==> config.mk <==
export PLATFORM = sky130hd
export DESIGN_NAME = pwm_shadow_bank
export DESIGN_NICKNAME = d
export VERILOG_FILES = /design/src/rtl/pwm_bank_pkg.sv /design/src/rtl/pwm_prescaler.sv /design/src/rtl/pwm_channel.sv /design/src/rtl/pwm_shadow_bank.sv
export SDC_FILE = /design/constraint.sdc
export NUM_CORES = 1
export LEC_CHECK = 0
export ABC_CLOCK_PERIOD_IN_PS = 9960
export BUFFER_PORTS_ARGS = -buffer_cell sky130_fd_sc_hd__buf_4
export CAP_MARGIN = 40
export CORE_ASPECT_RATIO = 1.1
export CORE_UTILIZATION = 35
export CTS_CLUSTER_DIAMETER = 80
export DETAILED_ROUTE_END_ITERATION = 7
export GPL_TIMING_DRIVEN = 0
export PLACE_DENSITY = 0.49
export REMOVE_ABC_BUFFERS = 1
export SLEW_MARGIN = 20
export SYNTH_ARGS = -nofsm -noshare
export SYNTH_HDL_FRONTEND = slang
export SYNTH_SLANG_ARGS = --single-unit
export TNS_END_PERCENT = 100
==> constraint.sdc <==
create_clock -name clk -period 9.96 [get_ports clk]
set_clock_uncertainty 0.2 [all_clocks]
set_input_delay 0.996 -clock clk [delete_from_list [all_inputs] [get_ports clk]]
set_output_delay 0.996 -clock clk [all_outputs]
set_load 0.01 [all_outputs]
==> src/rtl/pwm_bank_pkg.sv <==
package pwm_bank_pkg;

  localparam int DIV_SEL_W    = 2;
  localparam int CTRL_INV_POS = 5;

  typedef struct packed {
    logic                 inv;
    logic [DIV_SEL_W-1:0] div;
  } pwm_ctrl_t;

  typedef enum logic [1:0] {
    SEL_NONE,
    SEL_PERIOD,
    SEL_DUTY,
    SEL_CTRL
  } reg_sel_e;

  function automatic pwm_ctrl_t ctrl_from_word(input logic [7:0] w);
    pwm_ctrl_t c;
    c.inv = w[CTRL_INV_POS];
    c.div = w[DIV_SEL_W-1:0];
    return c;
  endfunction

  function automatic logic [7:0] ctrl_to_word(input pwm_ctrl_t c);
    logic [7:0] w;
    w = '0;
    w[CTRL_INV_POS]    = c.inv;
    w[DIV_SEL_W-1:0]   = c.div;
    return w;
  endfunction

endpackage

==> src/rtl/pwm_prescaler.sv <==
module pwm_prescaler
  import pwm_bank_pkg::*;
#(
  parameter int SEL_W = DIV_SEL_W
) (
  input  logic             clk,
  input  logic             rst_n,
  input  logic             tick_i,
  input  logic             restart_i,
  input  logic [SEL_W-1:0] div_i,
  output logic             ptick_o
);

  localparam int PS_W = (1 << SEL_W) - 1;

  logic [PS_W-1:0] pcnt_q, pcnt_d;
  logic [PS_W-1:0] mask;
  logic            wrap;

  always_comb begin
    mask = PS_W'((1 << div_i) - 1);
    wrap = (pcnt_q == mask);
    ptick_o = tick_i && wrap;
    pcnt_d = pcnt_q;
    if (restart_i) begin
      pcnt_d = '0;
    end else if (tick_i) begin
      pcnt_d = wrap ? '0 : pcnt_q + PS_W'(1);
    end
  end

  always_ff @(posedge clk or negedge rst_n) begin
    if (!rst_n) begin
      pcnt_q <= '0;
    end else begin
      pcnt_q <= pcnt_d;
    end
  end

  AST_PS_IN_RANGE: assert property (@(posedge clk) disable iff (!rst_n)
    pcnt_q <= mask);

endmodule

==> src/rtl/pwm_channel.sv <==
module pwm_channel
  import pwm_bank_pkg::*;
#(
  parameter int CNT_W = 16
) (
  input  logic             clk,
  input  logic             rst_n,
  input  logic             tick_i,
  input  logic             wr_period_i,
  input  logic             wr_duty_i,
  input  logic             wr_ctrl_i,
  input  logic [CNT_W-1:0] wdata_i,
  input  pwm_ctrl_t        wctrl_i,
  output logic [CNT_W-1:0] sh_period_o,
  output logic [CNT_W-1:0] sh_duty_o,
  output pwm_ctrl_t        sh_ctrl_o,
  output logic             pwm_o
);

  logic [CNT_W-1:0] sh_per_q, sh_per_d;
  logic [CNT_W-1:0] sh_dut_q, sh_dut_d;
  pwm_ctrl_t        sh_ctl_q, sh_ctl_d;
  logic             pend_q, pend_d;
  logic [CNT_W-1:0] act_per_q, act_per_d;
  logic [CNT_W-1:0] act_dut_q, act_dut_d;
  pwm_ctrl_t        act_ctl_q, act_ctl_d;
  logic [CNT_W-1:0] cnt_q, cnt_d;

  logic run, ptick, last, commit;

  pwm_prescaler #(.SEL_W(DIV_SEL_W)) i_presc (
    .clk       (clk),
    .rst_n     (rst_n),
    .tick_i    (tick_i),
    .restart_i (commit),
    .div_i     (act_ctl_q.div),
    .ptick_o   (ptick)
  );

  always_comb begin
    run    = (act_per_q != '0);
    last   = run && ptick && (cnt_q == act_per_q - CNT_W'(1));
    commit = pend_q && (run ? last : tick_i);

    sh_per_d = wr_period_i ? wdata_i : sh_per_q;
    sh_dut_d = wr_duty_i   ? wdata_i : sh_dut_q;
    sh_ctl_d = wr_ctrl_i   ? wctrl_i : sh_ctl_q;

    pend_d = pend_q;
    if (wr_period_i) begin
      pend_d = 1'b1;
    end else if (commit) begin
      pend_d = 1'b0;
    end

    act_per_d = act_per_q;
    act_dut_d = act_dut_q;
    act_ctl_d = act_ctl_q;
    cnt_d     = cnt_q;
    if (commit) begin
      act_per_d = sh_per_q;
      act_dut_d = sh_dut_q;
      act_ctl_d = sh_ctl_q;
      cnt_d     = '0;
    end else if (run && ptick) begin
      cnt_d = last ? '0 : cnt_q + CNT_W'(1);
    end
  end

  always_ff @(posedge clk or negedge rst_n) begin
    if (!rst_n) begin
      sh_per_q  <= '0;
      sh_dut_q  <= '0;
      sh_ctl_q  <= '0;
      pend_q    <= 1'b0;
      act_per_q <= '0;
      act_dut_q <= '0;
      act_ctl_q <= '0;
      cnt_q     <= '0;
    end else begin
      sh_per_q  <= sh_per_d;
      sh_dut_q  <= sh_dut_d;
      sh_ctl_q  <= sh_ctl_d;
      pend_q    <= pend_d;
      act_per_q <= act_per_d;
      act_dut_q <= act_dut_d;
      act_ctl_q <= act_ctl_d;
      cnt_q     <= cnt_d;
    end
  end

  assign sh_period_o = sh_per_q;
  assign sh_duty_o   = sh_dut_q;
  assign sh_ctrl_o   = sh_ctl_q;
  assign pwm_o       = run && ((cnt_q < act_dut_q) ^ act_ctl_q.inv);

  AST_CNT_IN_PERIOD: assert property (@(posedge clk) disable iff (!rst_n)
    (act_per_q != '0) |-> (cnt_q < act_per_q));

  AST_HOLD_WORKING_SET: assert property (@(posedge clk) disable iff (!rst_n)
    !commit |=> ($stable(act_per_q) && $stable(act_dut_q) && $stable(act_ctl_q)));

  AST_SWAP_AT_WRAP: assert property (@(posedge clk) disable iff (!rst_n)
    ($past(run) && !$stable(act_dut_q)) |->
      ($past(ptick) && ($past(cnt_q) == CNT_W'($past(act_per_q) - 1'b1))));

  AST_IDLE_STAYS_IDLE: assert property (@(posedge clk) disable iff (!rst_n)
    (!run && !pend_q) |=> !run);

  AST_IDLE_PARKS_LOW: assert property (@(posedge clk) disable iff (!rst_n)
    $fell(run) |-> !pwm_o);

endmodule

==> src/rtl/pwm_shadow_bank.sv <==
module pwm_shadow_bank
  import pwm_bank_pkg::*;
#(
  parameter int              NCH      = 4,
  parameter int              CNT_W    = 16,
  parameter int              ADDR_W   = 12,
  parameter int              DATA_W   = 32,
  parameter logic [11:0]     PER_BASE = 12'h400,
  parameter logic [11:0]     DUT_BASE = 12'h420,
  parameter logic [11:0]     CTL_BASE = 12'h440
) (
  input  logic              clk,
  input  logic              rst_n,
  input  logic              base_tick_i,
  input  logic              bus_wr_i,
  input  logic [ADDR_W-1:0] bus_addr_i,
  input  logic [DATA_W-1:0] bus_wdata_i,
  output logic [DATA_W-1:0] bus_rdata_o,
  output logic [NCH-1:0]    pwm_o
);

  localparam int CH_W   = (NCH > 1) ? $clog2(NCH) : 1;
  localparam int GRP_LO = 5;

  logic       rst_meta_q, rst_sync_q;
  logic       rst_n_int;

  always_ff @(posedge clk or negedge rst_n) begin
    if (!rst_n) begin
      rst_meta_q <= 1'b0;
      rst_sync_q <= 1'b0;
    end else begin
      rst_meta_q <= 1'b1;
      rst_sync_q <= rst_meta_q;
    end
  end
  assign rst_n_int = rst_sync_q;

  logic [2:0]                 slot;
  logic [ADDR_W-GRP_LO-1:0]   grp;
  logic [CH_W-1:0]            chan;
  logic                       slot_ok;
  reg_sel_e                   sel;
  pwm_ctrl_t                  wctrl;
  logic [DATA_W-CNT_W-1:0]    unused_wdata_hi;

  always_comb begin
    grp     = bus_addr_i[ADDR_W-1:GRP_LO];
    slot    = bus_addr_i[4:2];
    chan    = slot[CH_W-1:0];
    slot_ok = (bus_addr_i[1:0] == 2'b00) && (int'(slot) < NCH);
    sel     = SEL_NONE;
    if (slot_ok) begin
      if (grp == PER_BASE[ADDR_W-1:GRP_LO]) begin
        sel = SEL_PERIOD;
      end else if (grp == DUT_BASE[ADDR_W-1:GRP_LO]) begin
        sel = SEL_DUTY;
      end else if (grp == CTL_BASE[ADDR_W-1:GRP_LO]) begin
        sel = SEL_CTRL;
      end
    end
    wctrl = ctrl_from_word(bus_wdata_i[7:0]);
  end

  assign unused_wdata_hi = bus_wdata_i[DATA_W-1:CNT_W];

  logic [CNT_W-1:0] sh_per [NCH];
  logic [CNT_W-1:0] sh_dut [NCH];
  pwm_ctrl_t        sh_ctl [NCH];

  for (genvar g = 0; g < NCH; g++) begin : g_ch
    logic hit;
    assign hit = bus_wr_i && (chan == CH_W'(g));

    pwm_channel #(.CNT_W(CNT_W)) i_ch (
      .clk         (clk),
      .rst_n       (rst_n_int),
      .tick_i      (base_tick_i),
      .wr_period_i (hit && (sel == SEL_PERIOD)),
      .wr_duty_i   (hit && (sel == SEL_DUTY)),
      .wr_ctrl_i   (hit && (sel == SEL_CTRL)),
      .wdata_i     (bus_wdata_i[CNT_W-1:0]),
      .wctrl_i     (wctrl),
      .sh_period_o (sh_per[g]),
      .sh_duty_o   (sh_dut[g]),
      .sh_ctrl_o   (sh_ctl[g]),
      .pwm_o       (pwm_o[g])
    );
  end

  always_comb begin
    bus_rdata_o = '0;
    unique case (sel)
      SEL_PERIOD: bus_rdata_o[CNT_W-1:0] = sh_per[chan];
      SEL_DUTY:   bus_rdata_o[CNT_W-1:0] = sh_dut[chan];
      SEL_CTRL:   bus_rdata_o[7:0]       = ctrl_to_word(sh_ctl[chan]);
      default:    bus_rdata_o            = '0;
    endcase
  end

  AST_RESET_OUT_LOW: assert property (@(posedge clk)
    !rst_n_int |-> (pwm_o == '0));

endmodule

==> metrics.md, run 1 <==
| Metric | Value |
|---|---|
| Worst path max stage delay | `0.70 ns` |
| Clock Power Share | `50.5%` |
| Final core utilization | `40.61%` |
| Max IR drop VDD | `97.69 uV` |
| Clk root buf | `clkbuf_16` |
| Detail Route Antenna Nets | `0` |
| FMAX | `215.1 MHz` |
| Die area | `57990 um2` |
| Leak | `10.81 nW` |
| Sw frac | `23.26%` |
| Pwr Density | `147.0 nW/um2` |
| Pre-antenna DRT Iters | `5` |
| Filler instances | `5424` |
| CP most frequent cell | `buf_4` |
| Crit path DAT | `3.45 ns` |
| Status | `complete, no violations` |
| RR Endpoint | `g_ch[3].i_ch.act_dut_q[9]` |
| Endpoint type of the worst setup path | `output pin` |
| Post-CTS setup buffers | `0` |
| Max Slew Vio Count | `0` |
| Slowest stage cell, crit path | `ha_1` |
| Power Total | `3.358 mW` |
| Post-place instance area | `21280 um2` |
| Largest net degree at the start of global routing | `58` |
| Syn_area_per_cell | `11.22 um2` |
| Tot GR Track Use | `19.58%` |
| CORE AREA | `56250 um2` |
| FFs w/ async S/R, synth | `100.0%` |
| Fin nets | `1956` |
| Syn. warnings | `0` |
| Max-Cap Viols | `0` |
| Longest Clk Path Bufs | `3` |
| Area occupied by multi-input gates | `10120 um2` |
| Cts bufs inserted | `44` |
| R2r setup slk | `5.43 ns` |
| # hold bufs at CTS | `1` |
| FF/Latch Area | `9062 um2` |
| Mapped Area | `19960 um2` |
| Die Y | `252.5 um` |
| Gate power share | `4.4%` |
| Slew headroom | `42.65%` |
| RSZ-0062 raised after global routing | `no` |
| Syn Inst Count | `1779` |
| DP Wirelength | `41940 um` |
| Drt via density | `5.328` |
| Distinct cells, synth | `79` |
| Worst Max-Slew Pin Slew | `0.8602 ns` |
| Post-Layout Cell Count | `2607` |
| IO Pins | `84` |
| WS Path Type | `primary input to output pin` |
| Cell Rows | `91` |
| Critical path peak fanout | `19` |
| DP Cell Count | `2523` |
| Global-route wire length before repair | `87260 um` |
| Worst-path cell chain | `buf_4 -> nor4b_1 -> nand2_1 -> or2_2 -> inv_1 -> ha_1 -> a22oi_1 -> nor2_1 -> buf_4` |
| Post-synth EDFFs | `0` |
| Clk_lat worst skew | `0.58 ns` |
| Sequential-to-total area share from yosys stat | `45.39%` |
| DRC | `0` |
| CTS tree | `yes` |
| Worst r2r src | `g_ch[3].i_ch.act_per_q[0]` |
| Post-CTS sizing | `0` |
| IO buf count | `51` |
| Total number of vias | `13.89k` |
| Cell Int Power | `2.577 mW` |
| Startpoint Class | `primary input` |
| Clock-pin slew of the registers on the worst-case setup and hold paths | `0.05 ns` |
| GRT Residual Overflow | `0` |
| Worst min path class | `register to async pin` |
| Data required, critical path | `8.76 ns` |
| Initial DRC count | `766` |
| Layout Area Growth over Synthesis | `14.45%` |
| Top_reg_cell synth | `dfrtp_1` |
| Starting density of the core | `35.49%` |
| Yosys reg bits | `362` |
| Final GP Congestion | `0.8494` |
| Hold Vio Cnt, Final | `0` |
| Ant. Diodes | `0` |
| Final setup vio count | `0` |
| Vias in the first global route | `14.32k` |
| Seq pwr share | `45.1%` |
| Proportion of layout cells with a drive suffix above 1 | `22.97%` |
| Post-detailed-route wirelength per cell | `21.30 um` |
| Antenna violations before repair | `0` |
| Sink Count | `362` |
| Die X | `229.7 um` |
| Design area | `22840 um2` |
| CTS H-tree lvls | `2` |
| Drt total wl | `55540 um` |
| Final Cycle Share | `46.67%` |
| Fin crit period | `4.649 ns` |
| Reg2Reg Depth | `11` |
| Net switching power | `0.7810 mW` |
==> per-stage QoR <==
stage	TNS (ns)	worst slack, ns	hold WS (ns)
floorplan	-387.44	-1.076	0.1312
global placement	-2024.19	-5.663	0.1381
detailed placement	0	5.301	0.1426
CTS	0	5.294	0.1552
global route	0	5.126	0.1664
finish	0	5.311	0.1516
==> area by class of cell <==
type | count | area share (%)
inverter | 101 | 1.660
multi-input combinational | 1240 | 44.32
tap | 744 | 4.075
timing repair buffer | 79 | 3.555
clock inverter | 21 | 1.282
sequential | 362 | 39.67
clock buffer | 60 | 5.434
==> worst max-delay path, delay by kind of cell <==
family,cells,cell delay (ns)
buf+inv,3,0.41
simple gates,4,1.13
compound gates,1,0.21
fa+ha+maj,1,0.70
==> cell usage in the layout, fill, tap and decap left out, drive strengths merged, types with 7 or more instances in the layout <==
master,instances
nand3,37
nor3b,7
a21oi,55
nand4,35
o21ai,38
a21o,19
and3,13
a31oi,8
nor4b,7
inv,103
clkbuf,61
or3,13
mux4,35
or4,11
clkinv,7
dfrtp,362
and4,7
nand4b,10
nand2b,13
nor2,135
o21a,7
nand2,83
a22o,18
mux2,245
nor3,40
nor4,28
xor2,57
buf,76
nor2b,27
a211oi,8
o2bb2ai,8
ha,80
xnor2,81
or2,9
conb,17
a22oi,17
==> cell usage after synthesis, drive strengths merged (35+ instances only) <==
master | number | area, um2
nand2 | 83 | 311.6
nor3 | 40 | 200.2
nor2 | 135 | 506.7
nand3 | 37 | 185.2
xor2 | 57 | 499.2
a21oi | 55 | 279.0
clkbuf | 48 | 180.2
nand4 | 35 | 219.0
buf | 43 | 296.5
xnor2 | 81 | 709.4
o21ai | 38 | 190.2
ha | 80 | 1001
inv | 101 | 379.1
mux2 | 245 | 2823
dfrtp | 362 | 9059
mux4 | 35 | 788.3
==> registers in the layout, summed over array words and instances (netlist names) <==
| signal | cells |
|---|---|
| g_ch.i_ch.pend_q | 4 |
| rst_n_int | 1 |
| rst_meta_q | 1 |
| g_ch.i_ch.sh_duty_o | 64 |
| g_ch.i_ch.act_per_q | 64 |
| g_ch.i_ch.sh_ctrl_o | 12 |
| g_ch.i_ch.act_ctl_q | 12 |
| g_ch.i_ch.sh_period_o | 64 |
| g_ch.i_ch.act_dut_q | 64 |
| g_ch.i_ch.i_presc.pcnt_q | 12 |
| g_ch.i_ch.cnt_q | 64 |
==> how the worst max path moves through the flow <==
| stage | startpoint | endpoint | slack [ns] | cells past startpoint |
|---|---|---|---|---|
| 2_1_floorplan | rst_n_int | g_ch[0].i_ch.act_ctl_q[0] | -1.08 | 0 |
| 3_5_place_dp | bus_addr_i[9] | bus_rdata_o[5] | 5.30 | 9 |
| 5_1_grt | g_ch[3].i_ch.act_per_q[0] | g_ch[3].i_ch.act_dut_q[15] | 5.13 | 11 |
| 3_3_place_gp | rst_n_int | g_ch[0].i_ch.act_dut_q[10] | -5.66 | 0 |
| 6_report | bus_addr_i[9] | bus_rdata_o[4] | 5.31 | 9 |
| 4_1_cts | bus_addr_i[9] | bus_rdata_o[5] | 5.29 | 9 |
==> per-layer routing <==
layer	global-route usage, %	vias up	routed length, um
met3	2.629	86	1607
li1	-	6493	-
met5	0	-	0
met2	34.01	233	27480
met4	5.941	0	1629
met1	25.27	7078	24830
==> power by group through the flow <==
stage	registers, mW	clock network, mW	logic [mW]
after global routing	1.52	1.80	0.168
after CTS	1.51	1.74	0.152
after detailed placement	1.54	0	0.151
after global placement	1.57	0	0.113
after floorplan	1.55	0	0.0704
final	1.51	1.70	0.149
==> logic make-up after synthesis <==
kind of cell	Yosys count	synth area share, %
simple gates	496	13.13
xor+xnor	138	6.056
other cells	2	0.03763
flops	362	45.39
compound gates	224	7.748
mux	285	18.34
buf+inv	192	4.288
fa+ha+maj	80	5.015
Note: power is estimated with default switching activity, not from simulation.
==> run 2: changes to the inputs <==
Settings changed: ABC_AREA set to 1, ABC_CLOCK_PERIOD_IN_PS 9960 to 4400, PLACE_DENSITY 0.49 to 0.47.
Clock period 9.96 ns to 4.4 ns, I/O delays scaled along.
==> metrics.md, run 2 <==
| Metric | Value |
|---|---|
| Status | `complete, no violations` |
| Post-detailed-route wirelength per cell | `18.00 um (-16%)` |
| Worst min path class | `register to register` |
| Max IR drop VDD | `229.0 uV (+130%)` |
| Drt total wl | `66390 um (+20%)` |
| Bufs and invs on worst path | `2 (-1)` |
| Most common cell after layout, fill and taps aside | `nand2_1` |
| Gate power share | `7.6% (+3.2 points)` |
| Worst-path cell chain | `inv_1 -> ha_1 -> nand2_2 -> nor2_4 -> nand2_1 -> xor2_1 -> nand2_1 -> inv_1 -> nand2_1 -> nor2_1 -> nand2_2 -> nand2_2 -> nand2_2 -> nand2_1 -> nand2_1` |
| Ant. Diodes | `0 (unchanged)` |
| Clk_lat worst skew | `0.59 ns (about the same)` |
| Slew headroom | `45.16% (+2.5 points)` |
| Area fraction of the dominant cell type after synthesis | `42.45% (-2.9 points)` |
| CP most frequent cell | `nand2_1` |
| Max-Cap Viols | `0 (unchanged)` |
| IO Pins | `84 (unchanged)` |
| Total number of vias | `18.52k (+33%)` |
| Layout Area Growth over Synthesis | `12.32%` |
| Met1 Usage GRT | `30.38% (+5.1 points)` |
| Pwr Density | `322.4 nW/um2 (+120%)` |
| Yosys top cell by area | `dfrtp_1` |
| Syn. warnings | `0 (unchanged)` |
| Detail Route Antenna Nets | `0 (unchanged)` |
| Vias in the first global route | `17.79k (+24%)` |
| Die area | `61970 um2 (+6.9%)` |
| Hold Vio Cnt, Final | `0 (unchanged)` |
| Max Slew Vio Count | `0 (unchanged)` |
| Post-place instance area | `22550 um2 (+6.0%)` |
| Fin crit period | `3.638 ns` |
| DP Wirelength | `49280 um (+17%)` |
| GRT Residual Overflow | `0 (unchanged)` |
| Slowest stage cell, crit path | `nand2_2` |
| Syn Inst Count | `2847 (+60%)` |
| Final Cycle Share | `82.69%` |
| Largest net degree at the start of global routing | `55 (-5.2%)` |
| Data required, critical path | `4.67 ns (-4.09 ns)` |
| CTS tree | `yes` |
| Yosys reg bits | `362 (unchanged)` |
| Cts bufs inserted | `44 (unchanged)` |
| Clk root buf | `clkbuf_16` |
| Crit-path leading delay family | `simple AND/OR/NAND/NOR gates` |
| Initial DRC count | `1243 (+62%)` |
| Post-Layout Cell Count | `3688 (+41%)` |
| Starting density of the core | `35.51% (about the same)` |
| M3 GR Usage | `2.519% (-0.11 points)` |
| Design area | `23970 um2 (+4.9%)` |
| Fin nets | `2967 (+52%)` |
| CORE AREA | `60100 um2 (+6.9%)` |
| Die Y | `261.0 um (+3.4%)` |
| Top_reg_cell synth | `dfrtp_1` |
| IO buf count | `51 (unchanged)` |
| Clock-pin slew of the registers on the worst-case setup and hold paths | `0.06 ns (about the same)` |
| Most frequent cells in the layout | `nand2_1 (894), dfrtp_1 (357), nand3_1 (276)` |
| Tot GR Track Use | `21.85% (+2.3 points)` |
| Power Total | `7.728 mW (+130%)` |
| Global-route wire length before repair | `105800 um (+21%)` |
| Cell Int Power | `5.719 mW (+120%)` |
| Most frequent cells after synthesis | `nand2_1 (897), dfrtp_1 (362), nand3_1 (277)` |
| Die X | `237.4 um (+3.4%)` |
| FMAX | `274.8 MHz` |
| Post-synth EDFFs | `0 (unchanged)` |
| Cell Rows | `94 (+3.3%)` |
| Antenna violations before repair | `2 (+2)` |
| FFs w/ async S/R, synth | `100.0% (unchanged)` |
| Worst Max-Slew Pin Slew | `0.8177 ns (-0.04251 ns)` |
| Global routing usage on met2 | `35.96% (+1.9 points)` |
| Mapped Area | `21340 um2 (+6.9%)` |
| Proportion of layout cells with a drive suffix above 1 | `6.650% (-16 points)` |
| Worst path max stage delay | `0.61 ns (-0.09 ns)` |
| Most frequent cell after synthesis | `nand2_1` |
| Critical path peak fanout | `38 (+19)` |
| Distinct cells, synth | `45 (-43%)` |
| Startpoint Class | `register` |
| WS Path Type | `register to register` |
| Final setup vio count | `0 (unchanged)` |
| Final GP Congestion | `0.8725 (+2.7%)` |
| Longest Clk Path Bufs | `3 (unchanged)` |
| Sw frac | `25.99% (+2.7 points)` |
| Drt via density | `5.020 (-5.8%)` |
| Seq pwr share | `45.5% (+0.4 points)` |
| Leak | `12.16 nW (+12%)` |
| Sequential-to-total area share from yosys stat | `42.45% (-2.9 points)` |
| Most Crowded Layer GR | `met2` |
| Endpoint type of the worst setup path | `register` |
| Sink Count | `362 (unchanged)` |
| Clock Power Share | `46.9% (-3.6 points)` |
| Syn_area_per_cell | `7.496 um2 (-33%)` |
| CTS H-tree lvls | `2 (unchanged)` |
| Crit path DAT | `3.91 ns (+0.46 ns)` |
| Pre-antenna DRT Iters | `5 (unchanged)` |
| DRC | `0 (unchanged)` |
| RSZ-0062 raised after global routing | `no` |
| Post-CTS sizing | `0 (unchanged)` |
| DP Cell Count | `3607 (+43%)` |
| Net switching power | `2.009 mW (+160%)` |
| Top cells by area, synth | `dfrtp_1 (42%), nand2_1 (16%), nand3_1 (6.5%), o21ai_0 (4.8%), ha_1 (4.7%)` |
-- run 2: changes by cell type after synthesis, moves of 54 or more --
cell,delta
nand2_1,+814
xnor2_1,-54
mux2_2,-202
inv_1,+160
nand4_1,+79
o21ai_0,+165
nand3_1,+240
-- run 2: path summary, 6_finish.rpt --
kind / startpoint / endpoint / slack [ns] / cells after the start
worst min-delay path: rst_meta_q / rst_n_int / 0.15 / 0
worst max register to register: g_ch[3].i_ch.act_per_q[0] / g_ch[3].i_ch.act_dut_q[12] / 0.76 / 15
min in group asynchronous: rst_n_int / g_ch[1].i_ch.cnt_q[15] / 0.16 / 0
max in group asynchronous: rst_n_int / g_ch[0].i_ch.pend_q / 2.50 / 3
worst max-delay path: g_ch[3].i_ch.act_per_q[0] / g_ch[3].i_ch.act_dut_q[12] / 0.76 / 15
worst min register to register: rst_meta_q / rst_n_int / 0.15 / 0
-- run 2: cells by family after synthesis --
family | Yosys count | synth area share, %
DFF | 362 | 42.45
other | 2 | 0.03519
xor gates and xnor gates | 106 | 4.350
and+or+nand+nor | 1555 | 31.90
buffers and inverters | 408 | 7.932
AOI/OAI and AO/OA | 334 | 8.647
adders and majority gates | 80 | 4.690
-- run 2: layout make-up --
type / count / area (um2)
clock inverter: 15 / 142.6
inverter: 266 / 998.5
multi-input combinational: 2092 / 10700
tap: 816 / 1021
clock buffer: 64 / 1257
sequential: 362 / 9067
fill: 6210 / 36130
timing repair buffer: 73 / 787.0
-- run 2: stage by stage --
| stage | hold WS, ns | util (%) | setup WS [ns] | TNS (ns) |
|---|---|---|---|---|
| CTS | 0.1277 | 39.88 | 0.7158 | 0 |
| global placement | 0.02279 | 36.78 | -11.63 | -4228.78 |
| finish | 0.1495 | 39.88 | 0.7615 | 0 |
| detailed placement | 0.02347 | 37.52 | 0.5902 | 0 |
| floorplan | -0.05559 | - | -6.636 | -2389.04 |
| global route | 0.1554 | 39.88 | 0.2922 | 0 |
-- run 2: power by group through the flow --
| stage | Sequential, mW | Clock, mW | Combinational [mW] |
|---|---|---|---|
| 2_1_floorplan | 3.58 | 0 | 0.342 |
| 3_3_place_gp | 3.63 | 0 | 0.481 |
| 3_5_place_dp | 3.57 | 0 | 0.595 |
| 4_1_cts | 3.51 | 3.72 | 0.599 |
| 5_1_grt | 3.53 | 3.86 | 0.670 |
| 6_report | 3.52 | 3.63 | 0.585 |
-- run 2: repair_timing --
item / 4_1_cts / 5_1_grt
hold endpoints to repair: 2 / 0
endpoints found under the setup margin: 0 / 0
setup buffers: 0 / 0
hold buffers: 2 / 0
-- run 2: metal layers --
layer / share of wire [%] / wire length, um
met1: 47 / 31090
met2: 47 / 31040
met3: 3.9 / 2595
met4: 2.5 / 1647
met5: 0.014 / 9
==> run 3: changes to the inputs <==
Settings changed: ABC_AREA 1 to 0, ABC_CLOCK_PERIOD_IN_PS 4400 to 2900, PLACE_DENSITY 0.47 to 0.49.
Clock period 4.4 ns to 2.9 ns, I/O delays scaled along.
==> metrics.md, run 3 (synthesis results as in run 1) <==
| Metric | Value |
|---|---|
| RR Endpoint | `g_ch[3].i_ch.act_dut_q[9]` |
| DP Wirelength | `41940 um (-15%)` |
| Total number of vias | `14.56k (-21%)` |
| Sw frac | `23.37% (-2.6 points)` |
| Starting density of the core | `35.49% (about the same)` |
| Endpoint type of the worst setup path | `register` |
| Hold Vio Cnt, Final | `0 (unchanged)` |
| Area occupied by multi-input gates | `11280 um2 (+5.5%)` |
| Worst-path cell chain | `inv_2 -> ha_4 -> or3b_4 -> or2_0 -> o221a_1 -> a2111oi_4 -> nor4b_4 -> nand2_2 -> a21oi_4 -> buf_12 -> buf_16 -> mux2_4` |
| Status | `finished, violations left` |
| IO buf count | `51 (unchanged)` |
| Hold Path Stages | `4 (+4)` |
| Worst Hold End | `g_ch[2].i_ch.pend_q` |
| WS Path Type | `register to register` |
| Final GP Congestion | `0.8494 (-2.6%)` |
| HP Start | `base_tick_i` |
| Final core utilization | `45.28% (+5.4 points)` |
| Design area | `25470 um2 (+6.2%)` |
| Ant. Diodes | `0 (unchanged)` |
| Max Slew Vio Count | `0 (unchanged)` |
| Clock Power Share | `50.3% (+3.4 points)` |
| Worst path max stage delay | `0.45 ns (-0.16 ns)` |
| Detail Route Antenna Nets | `0 (unchanged)` |
| IO Pins | `84 (unchanged)` |
| Fin worst setup slack | `-0.5587 ns (-1.320 ns)` |
| Crit path DAT | `3.70 ns (-0.21 ns)` |
| Cell Int Power | `8.887 mW (+55%)` |
| Fin crit period | `3.459 ns (-0.1798 ns)` |
| CTS H-tree lvls | `2 (unchanged)` |
| Critical path peak fanout | `7 (-82%)` |
| Clk_lat worst skew | `0.58 ns (about the same)` |
| Leak | `11.80 nW (-3.0%)` |
| Tot GR Track Use | `20.77% (-1.1 points)` |
| Die area | `57990 um2 (-6.4%)` |
| Initial DRC count | `675 (-46%)` |
| Final Cycle Share | `119.3% (+37 points)` |
| Seq pwr share | `44.8% (-0.7 points)` |
| Slowest stage cell, crit path | `dfrtp_2` |
| Layout Area Growth over Synthesis | `27.60%` |
| Pre-antenna DRT Iters | `4 (-1)` |
| Final setup vio count | `169 (+169)` |
| Clock-pin slew of the registers on the worst-case setup and hold paths | `0.06 ns (about the same)` |
| FF/Latch Area | `9129 um2 (+0.68%)` |
| Most frequent cells in the layout | `dfrtp_1 (308), mux2_2 (198), buf_4 (134)` |
| Cts bufs inserted | `44 (unchanged)` |
| Antenna violations before repair | `0 (-2)` |
| Startpoint Class | `register` |
| Vias in the first global route | `14.96k (-16%)` |
| Violated checks | `negative setup slack` |
| Die Y | `252.5 um (-3.3%)` |
| DRC | `0 (unchanged)` |
| Reg2Reg Depth | `12 (-3)` |
| Filler instances | `5218 (-16%)` |
| Pwr Density | `455.4 nW/um2 (+41%)` |
| Drt total wl | `59820 um (-9.9%)` |
| CORE AREA | `56250 um2 (-6.4%)` |
| Gate power share | `4.9% (-2.7 points)` |
| Slew headroom | `48.35% (+3.2 points)` |
| Post-place instance area | `21280 um2 (-5.6%)` |
| FMAX | `289.1 MHz (+5.2%)` |
| Most common cell after layout, fill and taps aside | `dfrtp_1` |
| Worst min path class | `primary input to register` |
| Net switching power | `2.710 mW (+35%)` |
| Fin nets | `2091 (-30%)` |
| Post-detailed-route wirelength per cell | `21.81 um (+21%)` |
| Global-route wire length before repair | `92100 um (-13%)` |
| Sink Count | `362 (unchanged)` |
| Max IR drop VDD | `337.5 uV (+47%)` |
| Max-Cap Viols | `0 (unchanged)` |
| Drt via density | `5.309 (+5.8%)` |
| Data required, critical path | `3.14 ns (-1.53 ns)` |
| Worst Max-Slew Pin Slew | `0.7739 ns (-0.04381 ns)` |
| Die X | `229.7 um (-3.3%)` |
| R2r setup slk | `-0.56 ns (-1.32 ns)` |
| Clk root buf | `clkbuf_16` |
| Longest Clk Path Bufs | `3 (unchanged)` |
| Cell Rows | `91 (-3.2%)` |
| GRT Residual Overflow | `0 (unchanged)` |
| RSZ-0062 raised after global routing | `yes` |
| Largest net degree at the start of global routing | `58 (+5.5%)` |
| CTS tree | `yes` |
| Worst r2r src | `g_ch[3].i_ch.act_per_q[1]` |
| Proportion of layout cells with a drive suffix above 1 | `38.79% (+32 points)` |
[run 3: cell count changes in the layout (fill, tap and decap cells not counted), moves of 51 or more]
cell,previous run,this run
nand2_1,894,78
o21ai_0,203,32
mux2_2,0,198
nand3_1,276,35
xnor2_1,27,78
inv_1,259,90
nor2_1,160,103
nand4_1,114,35
buf_4,52,134
[run 3: worst max-delay path: cells and delay by family, from the launching register on]
kind,cells,cell delay (ns)
flip-flops,1,0.45
adder cells (fa/ha/maj),1,0.13
multiplexers,1,0.30
buffers and inverters,3,0.40
AND/OR/NAND/NOR,4,1.15
AO/OA/AOI/OAI,3,0.70
[run 3: per-stage QoR]
step / TNS (ns) / setup slack, ns / cells / hold WS, ns / power (mW)
3_3_place_gp: -5037.82 / -12.72 / 2498 / -0.1274 / 5.765
5_1_grt: -73.49 / -0.6444 / 2742 / 0.06590 / 12.03
2_1_floorplan: -3062.66 / -8.136 / 1703 / -0.2056 / 5.552
6_report: -54.33 / -0.5587 / 2742 / 0.04976 / 11.60
4_1_cts: -54.74 / -0.5624 / 2712 / 0.01804 / 11.74
3_5_place_dp: -276.70 / -1.660 / 2523 / -0.1264 / 5.808
[run 3: power by group through the flow]
stage          clock (mW)  combinational, mW  sequential (mW)
2_1_floorplan           0              0.242             5.31
6_report             5.83              0.570             5.20
5_1_grt              6.19              0.635             5.21
4_1_cts              5.98              0.566             5.20
3_5_place_dp            0              0.518             5.29
3_3_place_gp            0              0.387             5.38
[run 3: how the worst max path moves through the flow]
stage | from | end | slack (ns) | cells after the start
after floorplan | rst_n_int | g_ch[0].i_ch.act_ctl_q[0] | -8.14 | 0
after global placement | rst_n_int | g_ch[0].i_ch.act_dut_q[10] | -12.72 | 0
after detailed placement | g_ch[3].i_ch.act_per_q[0] | g_ch[3].i_ch.act_dut_q[9] | -1.66 | 11
after CTS | g_ch[3].i_ch.act_per_q[1] | g_ch[3].i_ch.act_dut_q[6] | -0.56 | 13
after global routing | g_ch[3].i_ch.act_per_q[1] | g_ch[3].i_ch.act_per_q[7] | -0.64 | 12
final | g_ch[3].i_ch.act_per_q[1] | g_ch[3].i_ch.act_dut_q[9] | -0.56 | 12
[run 3: cell type report]
cell class / count / area share [%]
Clock buffer: 60 / 4.874
Clock inverter: 21 / 1.150
Inverter: 101 / 1.489
Multi-Input combinational cell: 1240 / 44.31
Sequential cell: 362 / 35.85
Tap cell: 744 / 3.655
Timing Repair Buffer: 214 / 8.681
[run 3: timing repair]
action / 4_1_cts / 5_1_grt
setup endpoints to repair: 274 / 222
pin swaps: 76 / 65
hold buffers: 19 / 0
cloned: 7 / 4
hold endpoints to repair: 142 / 0
setup buffers: 83 / 30
gates resized for setup: 222 / 120
[run 3: routing by layer]
layer  part of all wire, %  wire [um]  track usage (%)
met5                     0          0                0
met4                   3.1       1840            5.941
met3                   2.7       1616            2.538
met2                    50      30020            36.75
met1                    44      26340            26.53
